[config.mk]
export PLATFORM = sky130hd
export DESIGN_NAME = dqs_trim_seq
export DESIGN_NICKNAME = d
export VERILOG_FILES = /design/src/rtl/dqs_trim_pkg.sv /design/src/rtl/dly_sat_add.sv /design/src/rtl/lane_walk.sv /design/src/rtl/dqs_trim_seq.sv
export SDC_FILE = /design/constraint.sdc
export NUM_CORES = 1
export LEC_CHECK = 0
export CAP_MARGIN = 0
export CORE_MARGIN = 2
export CORE_UTILIZATION = 60
export DETAILED_ROUTE_END_ITERATION = 10
export DONT_BUFFER_PORTS = 1
export PLACE_DENSITY = 0.74
export SYNTH_ARGS = -nofsm -noshare
export SYNTH_HDL_FRONTEND = slang
export SYNTH_SLANG_ARGS = --single-unit
[constraint.sdc]
create_clock -name clk_i -period 6.1 [get_ports clk_i]
set_input_delay 1.525 -clock clk_i [delete_from_list [all_inputs] [get_ports clk_i]]
set_output_delay 1.525 -clock clk_i [all_outputs]
set_load 0.1 [all_outputs]
[src/rtl/dqs_trim_pkg.sv]
package dqs_trim_pkg;
  typedef enum logic [3:0] {
    ST_IDLE, ST_HOLD, ST_RD, ST_CAP, ST_WR, ST_VFY, ST_VCAP, ST_REL, ST_DONE
  } trim_state_e;
endpackage

[src/rtl/dly_sat_add.sv]
module dly_sat_add #(
  parameter int FIELD_W = 8
) (
  input  logic [FIELD_W-1:0] old_i,
  input  logic [FIELD_W-1:0] step_i,
  output logic [FIELD_W-1:0] new_o
);
  localparam int SUM_W = FIELD_W + 2;
  logic [SUM_W-1:0] sum;

  always_comb begin
    sum = {2'b00, old_i} + {{2{step_i[FIELD_W-1]}}, step_i};
    if (sum[SUM_W-1])      new_o = '0;   // below zero
    else if (sum[FIELD_W]) new_o = '1;   // above full scale
    else                   new_o = sum[FIELD_W-1:0];
  end
endmodule

[src/rtl/lane_walk.sv]
module lane_walk #(
  parameter int CNT_W       = 3,
  parameter int ADDR_W      = 8,
  parameter int LANE_BASE   = 32,
  parameter int LANE_STRIDE = 8
) (
  input  logic              clk_i,
  input  logic              rst_ni,
  input  logic              clr_i,
  input  logic              adv_i,
  input  logic [CNT_W-1:0]  cnt_i,
  output logic [ADDR_W-1:0] addr_o,
  output logic              last_o
);
  logic [CNT_W-1:0] idx_q;

  always_ff @(posedge clk_i or negedge rst_ni) begin
    if (!rst_ni)    idx_q <= '0;
    else if (clr_i) idx_q <= '0;
    else if (adv_i) idx_q <= idx_q + CNT_W'(1);
  end

  assign addr_o = ADDR_W'(LANE_BASE) + ADDR_W'(idx_q) * ADDR_W'(LANE_STRIDE);
  assign last_o = (idx_q + CNT_W'(1)) == cnt_i;
endmodule

[src/rtl/dqs_trim_seq.sv]
module dqs_trim_seq
  import dqs_trim_pkg::*;
#(
  parameter int LANE_MAX    = 4,
  parameter int DATA_W      = 32,
  parameter int ADDR_W      = 8,
  parameter int LANE_BASE   = 32,
  parameter int LANE_STRIDE = 8,
  parameter int FIELD_LSB   = 8,
  parameter int FIELD_W     = 8,
  localparam int CNT_W      = $clog2(LANE_MAX + 1)
) (
  input  logic              clk_i,
  input  logic              rst_ni,
  input  logic              start_i,
  input  logic [FIELD_W-1:0] step_i,
  input  logic [CNT_W-1:0]  lanes_i,
  output logic              vt_hold_o,
  input  logic              vt_stopped_i,
  output logic              reg_re_o,
  output logic              reg_we_o,
  output logic [ADDR_W-1:0] reg_addr_o,
  output logic [DATA_W-1:0] reg_wdata_o,
  input  logic [DATA_W-1:0] reg_rdata_i,
  output logic              busy_o,
  output logic              done_o
);
  localparam logic [DATA_W-1:0] FMASK = DATA_W'({FIELD_W{1'b1}}) << FIELD_LSB;

  trim_state_e       state_q, state_d;
  logic [FIELD_W-1:0] step_q;
  logic [CNT_W-1:0]  cnt_q;
  logic [DATA_W-1:0] word_q;
  logic [FIELD_W-1:0] new_fld;
  logic              launch, last_lane;

  assign launch = (state_q == ST_IDLE) && start_i;

  always_ff @(posedge clk_i or negedge rst_ni) begin
    if (!rst_ni) begin
      state_q <= ST_IDLE;
      step_q  <= '0;
      cnt_q   <= '0;
      word_q  <= '0;
    end else begin
      state_q <= state_d;
      if (launch) begin
        step_q <= step_i;
        cnt_q  <= (lanes_i > CNT_W'(LANE_MAX)) ? CNT_W'(LANE_MAX) : lanes_i;
      end
      if (state_q == ST_CAP) word_q <= reg_rdata_i;
    end
  end

  always_comb begin
    state_d = state_q;
    unique case (state_q)
      ST_IDLE: if (start_i) state_d = ST_HOLD;
      ST_HOLD: if (vt_stopped_i) state_d = (cnt_q == '0) ? ST_REL : ST_RD;
      ST_RD:   state_d = ST_CAP;
      ST_CAP:  state_d = ST_WR;
      ST_WR:   state_d = ST_VFY;
      ST_VFY:  state_d = ST_VCAP;
      ST_VCAP: state_d = last_lane ? ST_REL : ST_RD;
      ST_REL:  state_d = ST_DONE;
      ST_DONE: state_d = ST_IDLE;
      default: state_d = ST_IDLE;
    endcase
  end

  lane_walk #(
    .CNT_W(CNT_W), .ADDR_W(ADDR_W),
    .LANE_BASE(LANE_BASE), .LANE_STRIDE(LANE_STRIDE)
  ) u_walk (
    .clk_i (clk_i),
    .rst_ni(rst_ni),
    .clr_i (launch),
    .adv_i ((state_q == ST_VCAP) && !last_lane),
    .cnt_i (cnt_q),
    .addr_o(reg_addr_o),
    .last_o(last_lane)
  );

  dly_sat_add #(.FIELD_W(FIELD_W)) u_sat (
    .old_i (word_q[FIELD_LSB +: FIELD_W]),
    .step_i(step_q),
    .new_o (new_fld)
  );

  always_comb begin
    reg_wdata_o = word_q;
    reg_wdata_o[FIELD_LSB +: FIELD_W] = new_fld;
  end

  assign vt_hold_o = (state_q == ST_HOLD) || (state_q == ST_RD) || (state_q == ST_CAP) ||
                     (state_q == ST_WR) || (state_q == ST_VFY) || (state_q == ST_VCAP);
  assign reg_re_o  = (state_q == ST_RD) || (state_q == ST_VFY);
  assign reg_we_o  = (state_q == ST_WR);
  assign busy_o    = (state_q != ST_IDLE);
  assign done_o    = (state_q == ST_DONE);


  idle_quiet_chk: assert property (@(posedge clk_i) disable iff (!rst_ni)
    !busy_o |-> !vt_hold_o && !reg_re_o && !reg_we_o && !done_o);

  write_under_hold_chk: assert property (@(posedge clk_i) disable iff (!rst_ni)
    reg_we_o |-> vt_hold_o && vt_stopped_i);

  rmw_order_chk: assert property (@(posedge clk_i) disable iff (!rst_ni)
    reg_we_o |-> $past(reg_re_o, 2) && ($past(reg_addr_o, 2) == reg_addr_o));

  readback_chk: assert property (@(posedge clk_i) disable iff (!rst_ni)
    reg_we_o |=> reg_re_o && $stable(reg_addr_o));

  preserve_chk: assert property (@(posedge clk_i) disable iff (!rst_ni)
    reg_we_o |-> ((reg_wdata_o ^ $past(reg_rdata_i)) & ~FMASK) == '0);

  hold_drop_done_chk: assert property (@(posedge clk_i) disable iff (!rst_ni)
    $fell(vt_hold_o) |=> done_o);

  done_pulse_chk: assert property (@(posedge clk_i) disable iff (!rst_ni)
    done_o |=> !done_o && !busy_o);
endmodule

; After elaboration in Yosys (flattened, before gate mapping)
; Index checks and enable logic that the tools add are counted.
; W data, S select, Z words.
[word_totals]
register_bits = 50
in_bits = 47
[op_classes]
n_reduce_logical = 14
n_mux = 10
order_cmp = 1
n_addsub = 3
eq_ne = 11
[ops]
columns = op, count
row1 = $pmux W4 S8, 1
row2 = $eq A4 B3 Y1 const B, 4
row3 = $mux W8, 2
row4 = $mux W3, 5
row5 = $add A9 B8 Y10, 1
row6 = $eq A4 B2 Y1 const B, 2
row7 = $mux W4, 2
row8 = $add A6 B6 Y7 const A, 1
row9 = $logic_or A1 B1 Y1, 6
row10 = $eq A4 B1 Y1 const B, 1
row11 = $eq A4 B4 Y1 const B, 1
row12 = $logic_not A4 Y1, 1
row13 = $ne A2 B2 Y1 const B, 2
row14 = $reduce_bool A4 Y1, 1
row15 = $add A3 B1 Y3 const B, 1
row16 = $eq A3 B3 Y1, 1
row17 = $gt A3 B3 Y1 const B, 1
row18 = $logic_not A3 Y1, 1
row19 = $logic_and A1 B1 Y1, 2
row20 = $reduce_and A2 Y1, 1
row21 = $reduce_bool A2 Y1, 1
row22 = $logic_not A1 Y1, 1

; Longest topological paths before layout
[depth]
depth_word = 6
depth_mapped = 7
mapped_depth_nobuf = 7

; Cells and area by module
; A second synthesis with hierarchy kept.
[hier_totals]
hier_cells = 229
area_unflattened_um2 = 2849.0
[modules_own_cells]
columns = mod, area_each_um2, seq_area_each_um2, cells_per_inst, instances
row1 = dqs_trim_seq, 2194.6, 1176.1, 160, 1
row2 = dly_sat_add, 429.2, 0.0, 48, 1
row3 = lane_walk, 225.2, 75.1, 21, 1

; Least setup slack after synthesis
; Ideal clock, no wire load.
[synth_timing]
path_kind = reg2out
startpoint = reg state_q[1]
endpoint = out done_o
t_arrival_ns = 3.802
setup_slack_ns = 0.773
path_stages_with_launch = 3
cell_sequence = dfrtp_1 -> clkbuf_1 -> nor4b_1
[synth_via]
elab_chain_cells = 1
[synth_lines]
columns = item, line
row1 = start: declaration, dqs_trim_seq.sv:30  ; trim_state_e state_q, state_d;
row2 = start signal: assignment, dqs_trim_seq.sv:46  ; state_q <= state_d;
row3 = $eq A4 B4 Y1, dqs_trim_seq.sv:100  ; assign done_o = (state_q == ST_DONE);
row4 = end: declaration, dqs_trim_seq.sv:26  ; output logic done_o
; Every way passes these cells.

; Worst setup path in the final report
[layout_timing]
startpoint = reg step_q[0]
endpoint = out reg_wdata_o[15]
[layout_via]
elab_chain_cells = 3
[layout_lines]
columns = item, line
row1 = start: declaration, dqs_trim_seq.sv:31  ; logic [FIELD_W-1:0] step_q;
row2 = start signal: assignment, dqs_trim_seq.sv:48  ; step_q <= step_i;
row3 = $add A9 B8 Y10 (*), dly_sat_add.sv:12  ; sum = {2'b00, old_i} + {{2{step_i[FIELD_W-1]}}, step_i};
row4 = $mux W8, dly_sat_add.sv:14  ; else if (sum[FIELD_W]) new_o = '1;
row5 = $mux W8 (*), dly_sat_add.sv:13  ; if (sum[SUM_W-1]) new_o = '0;
row6 = end: declaration, dqs_trim_seq.sv:23  ; output logic [DATA_W-1:0] reg_wdata_o,
; Every way passes the cells marked *; elsewhere a longest branch is shown, timed or not.

==> reports/metrics.csv <==
stage,metric,value,unit
synth,synth_mux_area_share,14.6,%
critical_path,cp_slowest_stage_delay,0.83,ns
placed_design,gp_congestion,0.897,
sta,skew,0.00838,ns
floorplanning,dieWidth,70.0,um
hold_path,hold_path_class,register to register,
floorplanning,start_util,61.3,%
floorplanning,core-area,4260,um^2
critical_path,r2r_setup_slack,3.32,ns
synth,synth-seq-area-share,47.8,%
outcome,status,"finished, final reports clean",
clocking,cts_root_buffer,clkbuf_8,
synth,synthSimpleGateAreaFrac,11.7,%
cells_and_area,area_growth,6.55,%
clocking,htree_levels,2,
clocking,cts_tree,built,
cells_and_area,fillers,330,
synth,synth_largest_area_cell,dfrtp_1,
placed_design,portBuffers,0,
synth,synth.area.top_cells,"dfrtp_1 (48%), mux2_2 (13%), nand2_1 (5.3%)",
critical_path,cp-start-kind,register,
synth,ys_ff_latch,50,
critical_path,criticalPathCategory,register to output port,
global_route,overflow,0,
synth,yosysWarningCount,0,
cells_and_area,layout_common_cells,"dfrtp_1 (50), nand2_1 (37), mux2_2 (30), nor2_1 (11)",
detailed_routing,ant_nets,0,
critical_path,cp_max_fo,8,
detailed_routing,met3WireLength,278,um
critical_path,cp_cell_sequence,ha_1 -> fa_1 -> a211oi_1 -> o21ai_2 -> nand4_1 -> o311a_4 -> o31a_1,
global_route,grt.total_usage,19.7,%
global_route,grt_max_degree,51,
detailed_routing,vias_per_cell,5.86,
cells_and_area,final_nets,295,
detailed_routing,drc,0,
synth,synth_fa_ha_area_share,5.55,%
synth,synth-compound-area-share,11.8,%
synth,synth_top_family_by_area,multiplexers,
floorplanning,die_area,4900,um^2
cells_and_area,drive_gt1_share,21.9,%
detailed_routing,num_vias,1693,
sta,tightestPinTransition,1.05,ns
global_route,antenna_found_initial,0,
sta,max_freq,221,MHz
detailed_routing,wire_per_inst,16.4,um
detailed_routing,wl_met1,1.99,mm
detailed_routing,dr.pass1.iters,4,
sta,finalSetupTns,0,ns
synth,ys.flop_type,dfrtp_1,
placed_design,dpl-instance-area,2700,um^2
critical_path,cp.required,4.58,ns
floorplanning,fp.dieH,70.0,um
sta,rsz0062_at_grt,false,
synth,netlist_instances,237,
synth,synth-xor-area-share,4.31,%
critical_path,cp-end-kind,output port,
synth,async_reset_ff_share,100,%
clocking,ctsResizeCount,0,
clocking,hold_buffers,0,
placed_design,hpwl,3.47,mm
sta,setup_violations,0,
detailed_routing,wl,4.74,mm
sta,period_share,74.2,%
critical_path,path_delay_family,compound AO/OA/AOI/OAI gates,
critical_path,slowest_stage,o31a_1,
global_route,grt_pass1_wl,7.62,mm
critical_path,critPathBufInv,0,
cells_and_area,final_common_cell,dfrtp_1,
sta,relSlewSlack,29.7,%
run,drv_cap,0,
floorplanning,num_rows,24,
clocking,cts_buffers,5,
synth,synth_area,2620,um^2
detailed_routing,route.met2.wl,2.41,mm
clocking,post-cts-setup-buffers,0,
sta,slew_violations,0,
sta,hold_violations,0,
detailed_routing,first_iter_violations,50,
cells_and_area,finalInstanceArea,2790,um^2
global_route,grt_pass1_vias,1606,
clocking,clk_pin_slew,0.08,ns
synth,syn_avg_cell_area,11.0,um^2
critical_path,cp.arrival,3.00,ns
synth,synth_edf_count,0,
clocking,cts.path.max_buffers,2,
floorplanning,ios,92,
clocking,clock-sinks,50,
sta,finalCriticalPeriod,4.53,ns
synth,ys_types,42,
cells_and_area,n_antenna_cell,0,
clocking,clock_latency,0.30,ns
synth,synth_top_area_share,47.8,%
detailed_routing,top_layer,met4,
## flip-flops by register name (all words and copies together), names as in the netlist
signal and cells:
cnt_q 3, state_q 4, step_q 8, u_walk.idx_q 3, word_q 32
## logic make-up after synthesis
family	count (synthesis)
simple gates	68
flops	50
compound gates	43
mux	34
buf+inv	18
xor+xnor	12
fa+ha+maj	11
other cells	1
## routing by layer
| metal | track usage (%) | up-vias |
|---|---|---|
| met2 | 32.8 | 38 |
| met1 | 24.6 | 832 |
| met5 | 0 | - |
| met3 | 6.06 | 6 |
| li1 | - | 817 |
| met4 | 6.41 | 0 |
## worst reg2reg max path: cells and delay by family (launching register included)
family                    cells  cell delay (ns)
and+or+nand+nor               1             0.12
xor gates and xnor gates      1             0.33
buffers and inverters         1             0.71
muxes                         1             0.13
AOI/OAI and AO/OA             1             0.37
DFF                           1             0.97
## area by class of cell
type	count	area [um^2]	area share, %
Clock buffer	5	68.8	2.47
Clock inverter	2	13.8	0.494
Inverter	4	15.0	0.539
Multi-Input combinational cell	172	1290	46.3
Sequential cell	50	1250	44.9
Tap cell	52	65.1	2.33
Timing Repair Buffer	4	82.6	2.96
## path summary, 6_finish.rpt
check / from / end / depth (start not counted)
max: step_q[0] / reg_wdata_o[15] / 7
min: step_q[3] / step_q[3] / 2
max reg2reg: u_walk.idx_q[2] / u_walk.idx_q[2] / 5
min reg2reg: step_q[3] / step_q[3] / 2
max in group asynchronous: rst_ni / state_q[3] / 0
min in group asynchronous: rst_ni / word_q[18] / 0
## metrics by stage
stage	utilization, %	instances	setup WS, ns	hold WS, ns
final	65.3	289	1.57	0.491
after global routing	65.3	289	1.42	0.516
after CTS	65.3	289	1.56	0.497
after detailed placement	63.4	282	1.90	0.472
after global placement	63.4	282	1.98	0.472
after floorplan	-	240	0.773	0.452
## synth_stat cells (2+ instances only)
| library cell | number |
|---|---|
| dfrtp_1 | 50 |
| nand2_1 | 37 |
| mux2_2 | 30 |
| nor2_1 | 12 |
| ha_1 | 10 |
| o21ai_0 | 10 |
| o21a_1 | 8 |
| xnor2_1 | 8 |
| buf_4 | 7 |
| a21oi_1 | 6 |
| nand3_1 | 5 |
| a21o_1 | 3 |
| and3_1 | 3 |
| buf_2 | 3 |
| clkbuf_1 | 3 |
| inv_1 | 3 |
| mux2_1 | 3 |
| nand2b_1 | 3 |
| nor3_1 | 3 |
| xor2_1 | 3 |
| a211oi_1 | 2 |
| a21o_2 | 2 |
| nor4b_1 | 2 |
| o211ai_1 | 2 |
| o21ai_2 | 2 |
Power is left out: the tool's default activity adds up to more than one toggle a clock period on the data nets, which glitch-free logic cannot reach.
